### src/rtl/p5_pkg.sv
`timescale 1ns/1ps
package p5_pkg;
    localparam int XLEN   = 32;
    localparam int REG_AW = 3;

    localparam logic [5:0] OPC_RTYPE = 6'd0;
    localparam logic [5:0] OPC_BNE   = 6'd4;
    localparam logic [5:0] OPC_LW    = 6'd35;
    localparam logic [5:0] OPC_SW    = 6'd43;
    localparam logic [5:0] OPC_HALT  = 6'd63;
    localparam logic [5:0] FN_ADD    = 6'd32;
    localparam logic [5:0] FN_SUB    = 6'd34;

    typedef logic [XLEN-1:0]   word_t;
    typedef logic [REG_AW-1:0] ridx_t;

    // zero encoding is the bubble
    typedef enum logic [2:0] {
        K_NOP  = 3'd0,
        K_ADD  = 3'd1,
        K_SUB  = 3'd2,
        K_LW   = 3'd3,
        K_SW   = 3'd4,
        K_BNE  = 3'd5,
        K_HALT = 3'd6
    } kind_e;

    typedef enum logic [1:0] {
        FW_FILE = 2'd0,
        FW_MEM  = 2'd1,
        FW_WB   = 2'd2
    } fwd_e;

    typedef struct packed {
        kind_e       kind;
        ridx_t       rs;
        ridx_t       rt;
        ridx_t       dst;
        logic        wr;
        logic        use_rs;
        logic        use_rt;
        logic [15:0] imm;
    } dec_t;

    typedef struct packed {
        word_t instr;
        word_t pc4;
    } ifid_t;

    typedef struct packed {
        dec_t  d;
        word_t a;
        word_t b;
        word_t pc4;
        word_t tgt;
        logic  pred;
    } idex_t;

    typedef struct packed {
        kind_e kind;
        ridx_t dst;
        logic  wr;
        word_t res;
        word_t sdata;
    } exmem_t;

    typedef struct packed {
        kind_e kind;
        ridx_t dst;
        logic  wr;
        word_t val;
    } memwb_t;

    function automatic dec_t decode(input word_t ins);
        dec_t d;
        d     = '0;
        d.rs  = ins[21 +: REG_AW];
        d.rt  = ins[16 +: REG_AW];
        d.imm = ins[15:0];
        case (ins[31:26])
            OPC_RTYPE: begin
                if (ins[5:0] == FN_ADD || ins[5:0] == FN_SUB) begin
                    d.kind   = (ins[5:0] == FN_ADD) ? K_ADD : K_SUB;
                    d.dst    = ins[11 +: REG_AW];
                    d.wr     = 1'b1;
                    d.use_rs = 1'b1;
                    d.use_rt = 1'b1;
                end
            end
            OPC_LW: begin
                d.kind   = K_LW;
                d.dst    = ins[16 +: REG_AW];
                d.wr     = 1'b1;
                d.use_rs = 1'b1;
            end
            OPC_SW: begin
                d.kind   = K_SW;
                d.use_rs = 1'b1;
                d.use_rt = 1'b1;
            end
            OPC_BNE: begin
                d.kind   = K_BNE;
                d.use_rs = 1'b1;
                d.use_rt = 1'b1;
            end
            OPC_HALT: d.kind = K_HALT;
            default:  d.kind = K_NOP;
        endcase
        return d;
    endfunction
endpackage

### src/rtl/p5_regfile.sv
`timescale 1ns/1ps
module p5_regfile
    import p5_pkg::*;
#(
    parameter int NREGS = 8
) (
    input  logic  clk,
    input  logic  rst,
    input  logic  we,
    input  ridx_t waddr,
    input  word_t wdata,
    input  ridx_t ra1,
    output word_t rd1,
    input  ridx_t ra2,
    output word_t rd2,
    input  ridx_t ra3,
    output word_t rd3
);
    word_t regs [NREGS];

    always_ff @(posedge clk) begin
        if (rst) begin
            for (int i = 0; i < NREGS; i++) regs[i] <= '0;
        end else if (we) begin
            regs[waddr] <= wdata;
        end
    end

    // same-cycle writeback wins over the stored value
    assign rd1 = (we && waddr == ra1) ? wdata : regs[ra1];
    assign rd2 = (we && waddr == ra2) ? wdata : regs[ra2];
    assign rd3 = regs[ra3];
endmodule

### src/rtl/p5_hazard.sv
`timescale 1ns/1ps
module p5_hazard
    import p5_pkg::*;
(
    input  dec_t  id_d,
    input  kind_e ex_kind,
    input  logic  ex_wr,
    input  ridx_t ex_dst,
    input  ridx_t ex_rs,
    input  ridx_t ex_rt,
    input  kind_e mem_kind,
    input  logic  mem_wr,
    input  ridx_t mem_dst,
    input  logic  wb_wr,
    input  ridx_t wb_dst,
    output logic  stall,
    output fwd_e  fwd_a,
    output fwd_e  fwd_b
);
    function automatic fwd_e pick(input ridx_t src, input kind_e mk, input logic mw,
                                  input ridx_t md, input logic ww, input ridx_t wd);
        if (mw && mk != K_LW && md == src) return FW_MEM;
        if (ww && wd == src)               return FW_WB;
        return FW_FILE;
    endfunction

    always_comb begin
        stall = (ex_kind == K_LW) && ex_wr &&
                ((id_d.use_rs && id_d.rs == ex_dst) || (id_d.use_rt && id_d.rt == ex_dst));
        fwd_a = pick(ex_rs, mem_kind, mem_wr, mem_dst, wb_wr, wb_dst);
        fwd_b = pick(ex_rt, mem_kind, mem_wr, mem_dst, wb_wr, wb_dst);
    end
endmodule

### src/rtl/p5_predictor.sv
`timescale 1ns/1ps
module p5_predictor #(
    parameter int DEPTH = 16,
    localparam int IW = $clog2(DEPTH)
) (
    input  logic          clk,
    input  logic          rst,
    input  logic [IW-1:0] rd_idx,
    output logic          rd_taken,
    input  logic          up_en,
    input  logic [IW-1:0] up_idx,
    input  logic          up_taken,
    input  logic          up_pred
);
    logic [1:0] ctr [DEPTH];

    always_ff @(posedge clk) begin
        if (rst) begin
            for (int i = 0; i < DEPTH; i++) ctr[i] <= 2'd1;
        end else if (up_en) begin
            if (up_taken == up_pred)
                ctr[up_idx] <= up_taken ? 2'd3 : 2'd0;
            else if (up_taken)
                ctr[up_idx] <= ctr[up_idx] + 2'd1;
            else
                ctr[up_idx] <= ctr[up_idx] - 2'd1;
        end
    end

    assign rd_taken = ctr[rd_idx][1];
endmodule

### src/rtl/pipe5_core.sv
`timescale 1ns/1ps
module pipe5_core
    import p5_pkg::*;
#(
    parameter int IMEM_WORDS = 16,
    parameter int DMEM_WORDS = 16,
    parameter int NREGS      = 8,
    localparam int IA_W = $clog2(IMEM_WORDS),
    localparam int DA_W = $clog2(DMEM_WORDS),
    localparam int LD_W = (IA_W > DA_W) ? IA_W : DA_W
) (
    input  logic              clk,
    input  logic              rst,
    input  logic              ld_imem_we,
    input  logic              ld_dmem_we,
    input  logic [LD_W-1:0]   ld_addr,
    input  logic [XLEN-1:0]   ld_data,
    input  logic [REG_AW-1:0] dbg_reg_sel,
    output logic [XLEN-1:0]   dbg_reg_data,
    input  logic [DA_W-1:0]   dbg_mem_sel,
    output logic [XLEN-1:0]   dbg_mem_data,
    output logic              halted,
    output logic [XLEN-1:0]   pc
);
    word_t imem [IMEM_WORDS];
    word_t dmem [DMEM_WORDS];

    word_t  pc_q;
    ifid_t  ifid_q;
    idex_t  idex_q;
    exmem_t exmem_q;
    memwb_t memwb_q;

    assign halted = (memwb_q.kind == K_HALT);
    assign pc     = pc_q;

    // ---------------- storage load port ----------------
    always_ff @(posedge clk) begin
        if (ld_imem_we) imem[IA_W'(ld_addr)] <= ld_data;
    end

    // ---------------- fetch ----------------
    word_t if_instr;
    assign if_instr = imem[IA_W'(pc_q >> 2)];

    // ---------------- decode ----------------
    dec_t  id_d;
    word_t rf_a, rf_b, id_tgt;
    logic  hint_taken, id_pred;
    logic [IA_W-1:0] id_slot;

    assign id_d    = decode(ifid_q.instr);
    assign id_tgt  = word_t'(id_d.imm);
    assign id_slot = IA_W'((ifid_q.pc4 - 32'd4) >> 2);
    assign id_pred = (id_d.kind == K_BNE) && hint_taken;

    p5_regfile #(.NREGS(NREGS)) rf_i (
        .clk   (clk),
        .rst   (rst),
        .we    (memwb_q.wr),
        .waddr (memwb_q.dst),
        .wdata (memwb_q.val),
        .ra1   (id_d.rs),
        .rd1   (rf_a),
        .ra2   (id_d.rt),
        .rd2   (rf_b),
        .ra3   (dbg_reg_sel),
        .rd3   (dbg_reg_data)
    );

    // ---------------- hazards ----------------
    logic stall;
    fwd_e fwd_a, fwd_b;

    p5_hazard hz_i (
        .id_d     (id_d),
        .ex_kind  (idex_q.d.kind),
        .ex_wr    (idex_q.d.wr),
        .ex_dst   (idex_q.d.dst),
        .ex_rs    (idex_q.d.rs),
        .ex_rt    (idex_q.d.rt),
        .mem_kind (exmem_q.kind),
        .mem_wr   (exmem_q.wr),
        .mem_dst  (exmem_q.dst),
        .wb_wr    (memwb_q.wr),
        .wb_dst   (memwb_q.dst),
        .stall    (stall),
        .fwd_a    (fwd_a),
        .fwd_b    (fwd_b)
    );

    // ---------------- execute ----------------
    word_t ex_a, ex_b, ex_res, ex_fix_pc;
    logic  ex_is_br, ex_taken, ex_redirect;
    logic [IA_W-1:0] ex_slot;

    always_comb begin
        case (fwd_a)
            FW_MEM:  ex_a = exmem_q.res;
            FW_WB:   ex_a = memwb_q.val;
            default: ex_a = idex_q.a;
        endcase
        case (fwd_b)
            FW_MEM:  ex_b = exmem_q.res;
            FW_WB:   ex_b = memwb_q.val;
            default: ex_b = idex_q.b;
        endcase
        case (idex_q.d.kind)
            K_ADD:      ex_res = ex_a + ex_b;
            K_SUB:      ex_res = ex_a - ex_b;
            K_LW, K_SW: ex_res = ex_a + word_t'(idex_q.d.imm);
            default:    ex_res = '0;
        endcase
    end

    assign ex_is_br    = (idex_q.d.kind == K_BNE);
    assign ex_taken    = ex_is_br && (ex_a != ex_b);
    assign ex_redirect = ex_is_br && (ex_taken != idex_q.pred);
    assign ex_fix_pc   = ex_taken ? idex_q.tgt : idex_q.pc4;
    assign ex_slot     = IA_W'((idex_q.pc4 - 32'd4) >> 2);

    p5_predictor #(.DEPTH(IMEM_WORDS)) bp_i (
        .clk      (clk),
        .rst      (rst),
        .rd_idx   (id_slot),
        .rd_taken (hint_taken),
        .up_en    (ex_is_br && !halted),
        .up_idx   (ex_slot),
        .up_taken (ex_taken),
        .up_pred  (idex_q.pred)
    );

    // ---------------- memory ----------------
    logic [DA_W-1:0] mem_idx;
    word_t           mem_val;

    assign mem_idx      = DA_W'(exmem_q.res >> 2);
    assign mem_val      = (exmem_q.kind == K_LW) ? dmem[mem_idx] : exmem_q.res;
    assign dbg_mem_data = dmem[dbg_mem_sel];

    always_ff @(posedge clk) begin
        if (ld_dmem_we)
            dmem[DA_W'(ld_addr)] <= ld_data;
        else if (!rst && !halted && exmem_q.kind == K_SW)
            dmem[mem_idx] <= exmem_q.sdata;
    end

    // ---------------- next-state bundles ----------------
    idex_t  idex_n;
    exmem_t exmem_n;
    memwb_t memwb_n;
    ifid_t  ifid_n;

    always_comb begin
        idex_n.d    = id_d;
        idex_n.a    = rf_a;
        idex_n.b    = rf_b;
        idex_n.pc4  = ifid_q.pc4;
        idex_n.tgt  = id_tgt;
        idex_n.pred = id_pred;

        exmem_n.kind  = idex_q.d.kind;
        exmem_n.dst   = idex_q.d.dst;
        exmem_n.wr    = idex_q.d.wr;
        exmem_n.res   = ex_res;
        exmem_n.sdata = ex_b;

        memwb_n.kind = exmem_q.kind;
        memwb_n.dst  = exmem_q.dst;
        memwb_n.wr   = exmem_q.wr;
        memwb_n.val  = mem_val;

        ifid_n.instr = if_instr;
        ifid_n.pc4   = pc_q + 32'd4;
    end

    // ---------------- pipeline advance ----------------
    always_ff @(posedge clk) begin
        if (rst) begin
            pc_q    <= '0;
            ifid_q  <= '0;
            idex_q  <= '0;
            exmem_q <= '0;
            memwb_q <= '0;
        end else if (!halted) begin
            memwb_q <= memwb_n;
            exmem_q <= exmem_n;
            if (ex_redirect) begin
                idex_q <= '0;
                ifid_q <= '0;
                pc_q   <= ex_fix_pc;
            end else if (stall) begin
                idex_q <= '0;
            end else begin
                idex_q <= idex_n;
                if (id_pred) begin
                    ifid_q <= '0;
                    pc_q   <= id_tgt;
                end else begin
                    ifid_q <= ifid_n;
                    pc_q   <= ifid_n.pc4;
                end
            end
        end
    end

    // ---------------- assertions ----------------
    assert_halt_freeze_R11: assert property (@(posedge clk) disable iff (rst)
        halted |=> (halted && $stable(pc_q)));

    assert_loaduse_bubble_R6: assert property (@(posedge clk) disable iff (rst)
        (stall && !ex_redirect && !halted) |=> (idex_q.d.kind == K_NOP && !idex_q.d.wr && $stable(pc_q)));

    assert_mispredict_flush_R10: assert property (@(posedge clk) disable iff (rst)
        (ex_redirect && !halted) |=> (ifid_q.instr == '0 && idex_q.d.kind == K_NOP));

    assert_hint_redirect_R9: assert property (@(posedge clk) disable iff (rst)
        (id_pred && !stall && !ex_redirect && !halted) |=> (ifid_q.instr == '0 && pc_q == $past(id_tgt)));

    assert_nop_quiet_R12: assert property (@(posedge clk) disable iff (rst)
        (idex_q.d.kind == K_NOP && !halted) |=> !exmem_q.wr);
endmodule

### config.mk
export PLATFORM = sky130hd
export DESIGN_NAME = pipe5_core
export DESIGN_NICKNAME = d
export VERILOG_FILES = /design/src/rtl/p5_pkg.sv /design/src/rtl/p5_regfile.sv /design/src/rtl/p5_hazard.sv /design/src/rtl/p5_predictor.sv /design/src/rtl/pipe5_core.sv
export SDC_FILE = /design/constraint.sdc
export NUM_CORES = 2
export LEC_CHECK = 0
export CAP_MARGIN = 0
export CORE_MARGIN = 3
export CORE_UTILIZATION = 30
export CTS_BUF_LIST = sky130_fd_sc_hd__clkbuf_8
export DETAILED_ROUTE_END_ITERATION = 10
export GPL_ROUTABILITY_DRIVEN = 0
export SYNTH_ARGS = -nofsm -noshare
export SYNTH_HDL_FRONTEND = slang
export SYNTH_HIERARCHICAL = 1
export SYNTH_SLANG_ARGS = --single-unit
### constraint.sdc
create_clock -name clk -period 6 [get_ports clk]
set_clock_uncertainty 0.15 [all_clocks]
set_input_delay 1.2 -clock clk [delete_from_list [all_inputs] [get_ports clk]]
set_output_delay 1.2 -clock clk [all_outputs]
set_load 0.05 [all_outputs]
* Word level (Yosys, flattened, before mapping)
Memories as Yosys holds them, arrays and structs flattened. A register that Yosys moved wholly into a read port is not among the register bits. Cells that the tools add are included.
Cells by class: bitwise operators 3, $add $sub $neg 8, reductions and logical operators 29, muxes and demuxes 82, eq/ne operators 32
Operators with widths (count):
- 2-to-1 mux 160 bit | 2
- 2-to-1 mux 32 bit | 9
- 2-to-1 mux 64 bit | 3
- case mux 32 bit (2 select lines) | 2
- case mux 32 bit (3 select lines) | 1
- OR reduction 32 bit | 2
- 2-to-1 mux 1 bit | 35
- adder 32 x 16 -> 32 bit | 1
- adder 32 x 3 -> 32 bit, second input constant | 1
- adder 32 bit | 1
- != test 32 bit | 1
- subtractor 32 bit | 1
- equality test 6 bit, second input constant | 5
- 2-to-1 mux 2 bit | 14
- equality test 3 bit | 8
- 2-to-1 mux 4 bit | 6
- logical AND 1 bit | 17
- equality test 3 bit, second input constant | 5
- 2-to-1 mux 3 bit | 5
- case mux 3 bit (5 select lines) | 1
- subtractor 6 x 3 -> 6 bit, second input constant | 2
- equality test 3 x 2 -> 1 bit, second input constant | 3
- case mux 4 bit (2 select lines) | 1
- equality test 6 x 3 -> 1 bit, second input constant | 1
- other kinds (19) | 27
Word-level totals: register bits 364, input bits 47, memory bits (writable) 1312, logic and storage cells 181, output and inout bits 97, memories kept 4
Memory list:
- dmem | words 16, bits a word 32, read ports 2, clocked after memory_dff 1, wr ports 1, RTL line pipe5_core.sv:26 | word_t dmem [DMEM_WORDS];
- imem | words 16, bits a word 32, read ports 1, clocked after memory_dff 1, wr ports 1, RTL line pipe5_core.sv:25 | word_t imem [IMEM_WORDS];
- rf_i.regs | words 8, bits a word 32, read ports 3, clocked after memory_dff 2, wr ports 8, RTL line p5_regfile.sv:19 | word_t regs [NREGS];
- bp_i.ctr | words 16, bits a word 2, read ports 2, clocked after memory_dff 0, wr ports 16, RTL line p5_predictor.sv:15 | logic [1:0] ctr [DEPTH];

* Logic depth before layout (Yosys ltp)
word-level depth 20, mapped depth 25, gate-level depth less buffers 21

* By module
Netlist, hierarchy kept.
By module, submodules not included:
- pipe5_core | sequential area each 35554.1 um^2, area an instance 58145.8 um^2, cells each 3809, instances 1
- p5_regfile | sequential area each 7687.4 um^2, area an instance 16435.8 um^2, cells each 979, instances 1
- p5_predictor | sequential area each 960.9 um^2, area an instance 1895.6 um^2, cells each 156, instances 1
- p5_hazard | sequential area each 0.0 um^2, area an instance 250.2 um^2, cells each 32, instances 1

* Least setup slack after synthesis
Ideal clock, no wire load.
path type register -> register, from reg exmem_q[65] (netlist name), to mem bp_i.ctr[3][0] (data pin), required time 5581 ps, path buffers 4, stages on the path, launching flop included 24, data arrival time 4887 ps, library setup time 269 ps, slack 693 ps, clock period less this slack 5307 ps, cells stage by stage dfxtp_1 xor2_1 nor3_2 and2_1 inv_1 ha_1 clkbuf_1 clkbuf_1 a221o_1 o21ai_0 ha_1 clkbuf_1 nand3_1 nor4b_4 nand3_2 o21ai_2 buf_4 inv_1 inv_1 ha_1 nor3_1 nor4_1 nand3_1 nand2b_1
RTL lines:
- start: declaration | RTL line pipe5_core.sv:31 | exmem_t exmem_q;
- start signal: assignment | RTL line pipe5_core.sv:187 | exmem_q <= exmem_n;
- end: declaration | RTL line p5_predictor.sv:15

* Worst setup path in the final report
from reg exmem_q[66] (netlist name), to reg exmem_q[58] (netlist name)
On the way: cells in the longest elaborated chain, start to end 8, elaborated cells on any way between the ends 18, those cells by class add/sub: 3; eq/ne: 6; mux: 7; reduce/logical: 2
Ends and longest elaborated chain:
- equality test 3 bit * | RTL line p5_hazard.sv:22 | if (mw && mk != K_LW && md == src) return FW_MEM;
- logical AND 1 bit * | RTL line p5_hazard.sv:22
- 2-to-1 mux 1 bit * | RTL line p5_hazard.sv:22
- 2-to-1 mux 2 bit * | RTL line p5_hazard.sv:23 | if (ww && wd == src) return FW_WB;
- via fwd_a[1] | RTL line pipe5_core.sv:73 | fwd_e fwd_a, fwd_b;
- equality test 2 bit / equality test 2 x 1 -> 1 bit (equally long branches) | RTL line pipe5_core.sv:98 | case (fwd_a)
- case mux 32 bit (2 select lines) * | RTL line pipe5_core.sv:98
- adder 32 x 16 -> 32 bit (tied with other cells) | RTL line pipe5_core.sv:111 | K_LW, K_SW: ex_res = ex_a + word_t'(idex_q.d.imm);
- case mux 32 bit (3 select lines) * | RTL line pipe5_core.sv:108 | case (idex_q.d.kind)
Mark *: on every way through the listed nets, which the timed path passes. The rest lies on a longest branch. A chain may end at the register's enable or synchronous reset.

==> flow_summary.json <==
{
  "status": "finished with violations",
  "violations": "max-capacitance violations, max-slew violations",
  "slowest_stage": "a2bb2oi_1",
  "die_w_um": 512,
  "start_util_pct": 30.2,
  "start_kind": "register",
  "synth_common_cells": "edfxtp_1 (1248), mux4_2 (609), nor2_1 (443), dfxtp_1 (336), and2_1 (266)",
  "drtPass1Iterations": 6,
  "grt_max_degree": 191,
  "routed_wl_um": 232000,
  "setup_tns_ns": 0,
  "rsz0062_at_grt": "no",
  "ys_types": 91,
  "layout_setup_ws_ns": 0.395,
  "max-slew-margin-rel_pct": -1.16,
  "met3_usage_pct": 4.19,
  "ys_top_cells_by_area": "edfxtp_1 (49%), mux4_2 (18%), dfxtp_1 (8.8%)",
  "worst_path_largest_cell_delay_ns": 0.70,
  "clk_path_buf_depth": 4,
  "vias": 48100,
  "drt_iter0_markers": 5854,
  "place_inst": 8266,
  "first_global_vias": 47200,
  "ys_ff_latch": 1584,
  "grt.busiest_layer": "met2",
  "synth_area_um2": 76700,
  "cp_max_fo": 20,
  "finalHoldViolations": 0,
  "core_um2": 254000,
  "synthArstFlopShare_pct": 0,
  "post_cts_buffers": 0,
  "cts_max_level": 5,
  "hold_buffers": 0,
  "placedInstanceArea_um2": 82300,
  "post-route-period-util_pct": 93.4,
  "yosys_warnings": 6,
  "fin_hold_ws_ns": 0.307,
  "synthMostInstantiatedCell": "edfxtp_1",
  "die_y_um": 512,
  "cts_root_buf": "clkbuf_8",
  "port_buffers": 143,
  "p_leak_nw": 29.3,
  "final_nets": 5297,
  "fillerInstances": 24200,
  "critPathRequiredTime_ns": 6.68,
  "grt_pass1_wl_um": 333000,
  "worstMarginPinSlew_ns": 1.52,
  "worstPathArrival_ns": 6.28,
  "drive_gt1_share_pct": 26.2,
  "maxCapViolations": 1,
  "grt_use_met1_pct": 24.4,
  "synth.avg_cell_area_um2": 15.4,
  "ir_worst_vdd_mv": 0.226,
  "numCtsBuffers": 275,
  "antenna_found_initial": 34,
  "via_per_inst": 5.51,
  "stdcell_area_um2": 87200,
  "synth_edf_count": 1248,
  "crit_type": "register to register",
  "worstSkewPairLatency_ns": 1.03,
  "fin_util_pct": 34.3,
  "drv_slew": 15,
  "wl_per_cell_um": 26.5,
  "finalSetupViolCount": 0,
  "setup.worst_path.end_class": "register",
  "worst_path_most_repeated_cell": "inv_1",
  "dp_slack_ns": -0.0555,
  "min_period_ns": 5.60,
  "cts_tree": "done",
  "dieArea_um2": 262000,
  "syn-num-nets": 5096,
  "syn_to_final_growth_pct": 13.7,
  "multi_input_area_um2": 30900,
  "p_per_area_nw_per_um2": 297,
  "path_cells": "xor2_1, nor3_2, a21oi_1, inv_1, ha_2, buf_4, a22oi_1, o21ai_0, inv_1, ha_1, inv_1, fa_1, a211oi_1, o211ai_1, o211ai_1, o31ai_4, a2bb2oi_1, a41oi_1, xnor2_1, a221oi_1, nor3_1",
  "hold_path_class": "register to register",
  "cts_sinks": 1584,
  "synth_top_area_share_pct": 48.8,
  "grt_use_met2_pct": 26.1,
  "drc": 0,
  "path_clk_slew_ns": 0.06,
  "track_usage_pct": 17.2,
  "synth_ff_type": "edfxtp_1",
  "ioPinCount": 144,
  "ff_latch_area_um2": 44200,
  "grt_overflow": 0,
  "max_freq_mhz": 178,
  "rows": 185,
  "final_cells": 8730,
  "dp_hpwl_um": 144000,
  "yosysSeqAreaShare_pct": 57.6,
  "ant_nets": 0,
  "synth_top_area_cell": "edfxtp_1",
  "syn-instance-count": 4976,
  "p_total_mw": 25.9
}
## what timing repair did
action                                  CTS  global route
gates cloned                              0             0
endpoints found under the setup margin   10            37
resized for setup                         1             5
## placed cells by master, fill, tap and decap left out, types with 40 or more instances in the layout
cell type and count:
nand2_1 182, edfxtp_1 1248, clkbuf_8 292, a211oi_1 58, clkinv_1 40, mux4_1 56, mux2_2 168, a22oi_1 201
a21o_1 41, xor2_1 41, a21oi_1 140, clkdlybuf4s50_1 134, nand3_1 50, o21ai_0 122, nor3_1 59, inv_1 126
and2_1 265, mux4_2 609, nor2_1 408, ha_1 69, buf_4 133, xnor2_1 69, dfxtp_1 321, mux2i_1 47
## final cells by class
type | instances | share of cell area, %
antenna | 7 | 0.0201
tap | 3366 | 4.83
clock inverter | 166 | 0.970
inverter | 42 | 0.189
clock buffer | 291 | 4.59
sequential | 1584 | 50.7
timing repair buffer | 295 | 3.24
multi-input combinational | 2979 | 35.4
## metal layers
metal	vias up	wire, um
met5	-	161
met4	26	6210
met3	422	22000
met2	2310	105000
met1	25100	98600
li1	20300	-
## logic make-up (layout without fill, tap and decap cells)
family | Yosys count | count (layout) | synth area share (%)
flops | 1584 | 1584 | 57.6
other cells | 0 | 7 | 0
xor+xnor | 112 | 112 | 1.31
compound gates | 733 | 733 | 6.58
mux | 911 | 911 | 23.5
simple gates | 1150 | 1150 | 7.30
buf+inv | 413 | 794 | 2.51
fa+ha+maj | 73 | 73 | 1.21
## path summary, 6_finish.rpt
check / start / end / slack [ns] / depth (start not counted)
worst max-delay path: exmem_q[66]$_SDFFE_PP0N_ / exmem_q[58]$_SDFFE_PP0N_ / 0.40 / 21
worst min-delay path: idex_n[50]$_SDFFE_PP0P_ / idex_n[50]$_SDFFE_PP0P_ / 0.31 / 2
worst max register to register: exmem_q[66]$_SDFFE_PP0N_ / exmem_q[58]$_SDFFE_PP0N_ / 0.40 / 21
worst min register to register: idex_n[50]$_SDFFE_PP0P_ / idex_n[50]$_SDFFE_PP0P_ / 0.31 / 2
## power by group
| group | switching (mW) | internal (mW) | leakage [nW] |
|---|---|---|---|
| clock network | 4.41 | 4.71 | 2.82 |
| registers | 0.392 | 12.2 | 14.3 |
| logic | 2.37 | 1.82 | 12.1 |
| total | 7.17 | 18.7 | 29.3 |
## worst max-delay path: cells and delay by family, from the launching register on
kind / cells / cell delay (ns)
flip-flops: 1 / 0.35
buffers and inverters: 4 / 0.52
adder cells (fa/ha/maj): 3 / 0.98
XOR/XNOR: 2 / 0.36
AO/OA/AOI/OAI: 10 / 2.83
AND/OR/NAND/NOR: 2 / 0.29
## registers in the layout, indices dropped and copies added, names as in the netlist, named ones only
register	count
dmem	512
imem	448
rf_i/regs	256
idex_q	119
exmem_q	71
memwb_q	39
bp_i/ctr	32
idex_n	32
pc	32
id_d	22
exmem_n	7
ifid_q	6
No activity file was read; power rests on OpenSTA's default activity.
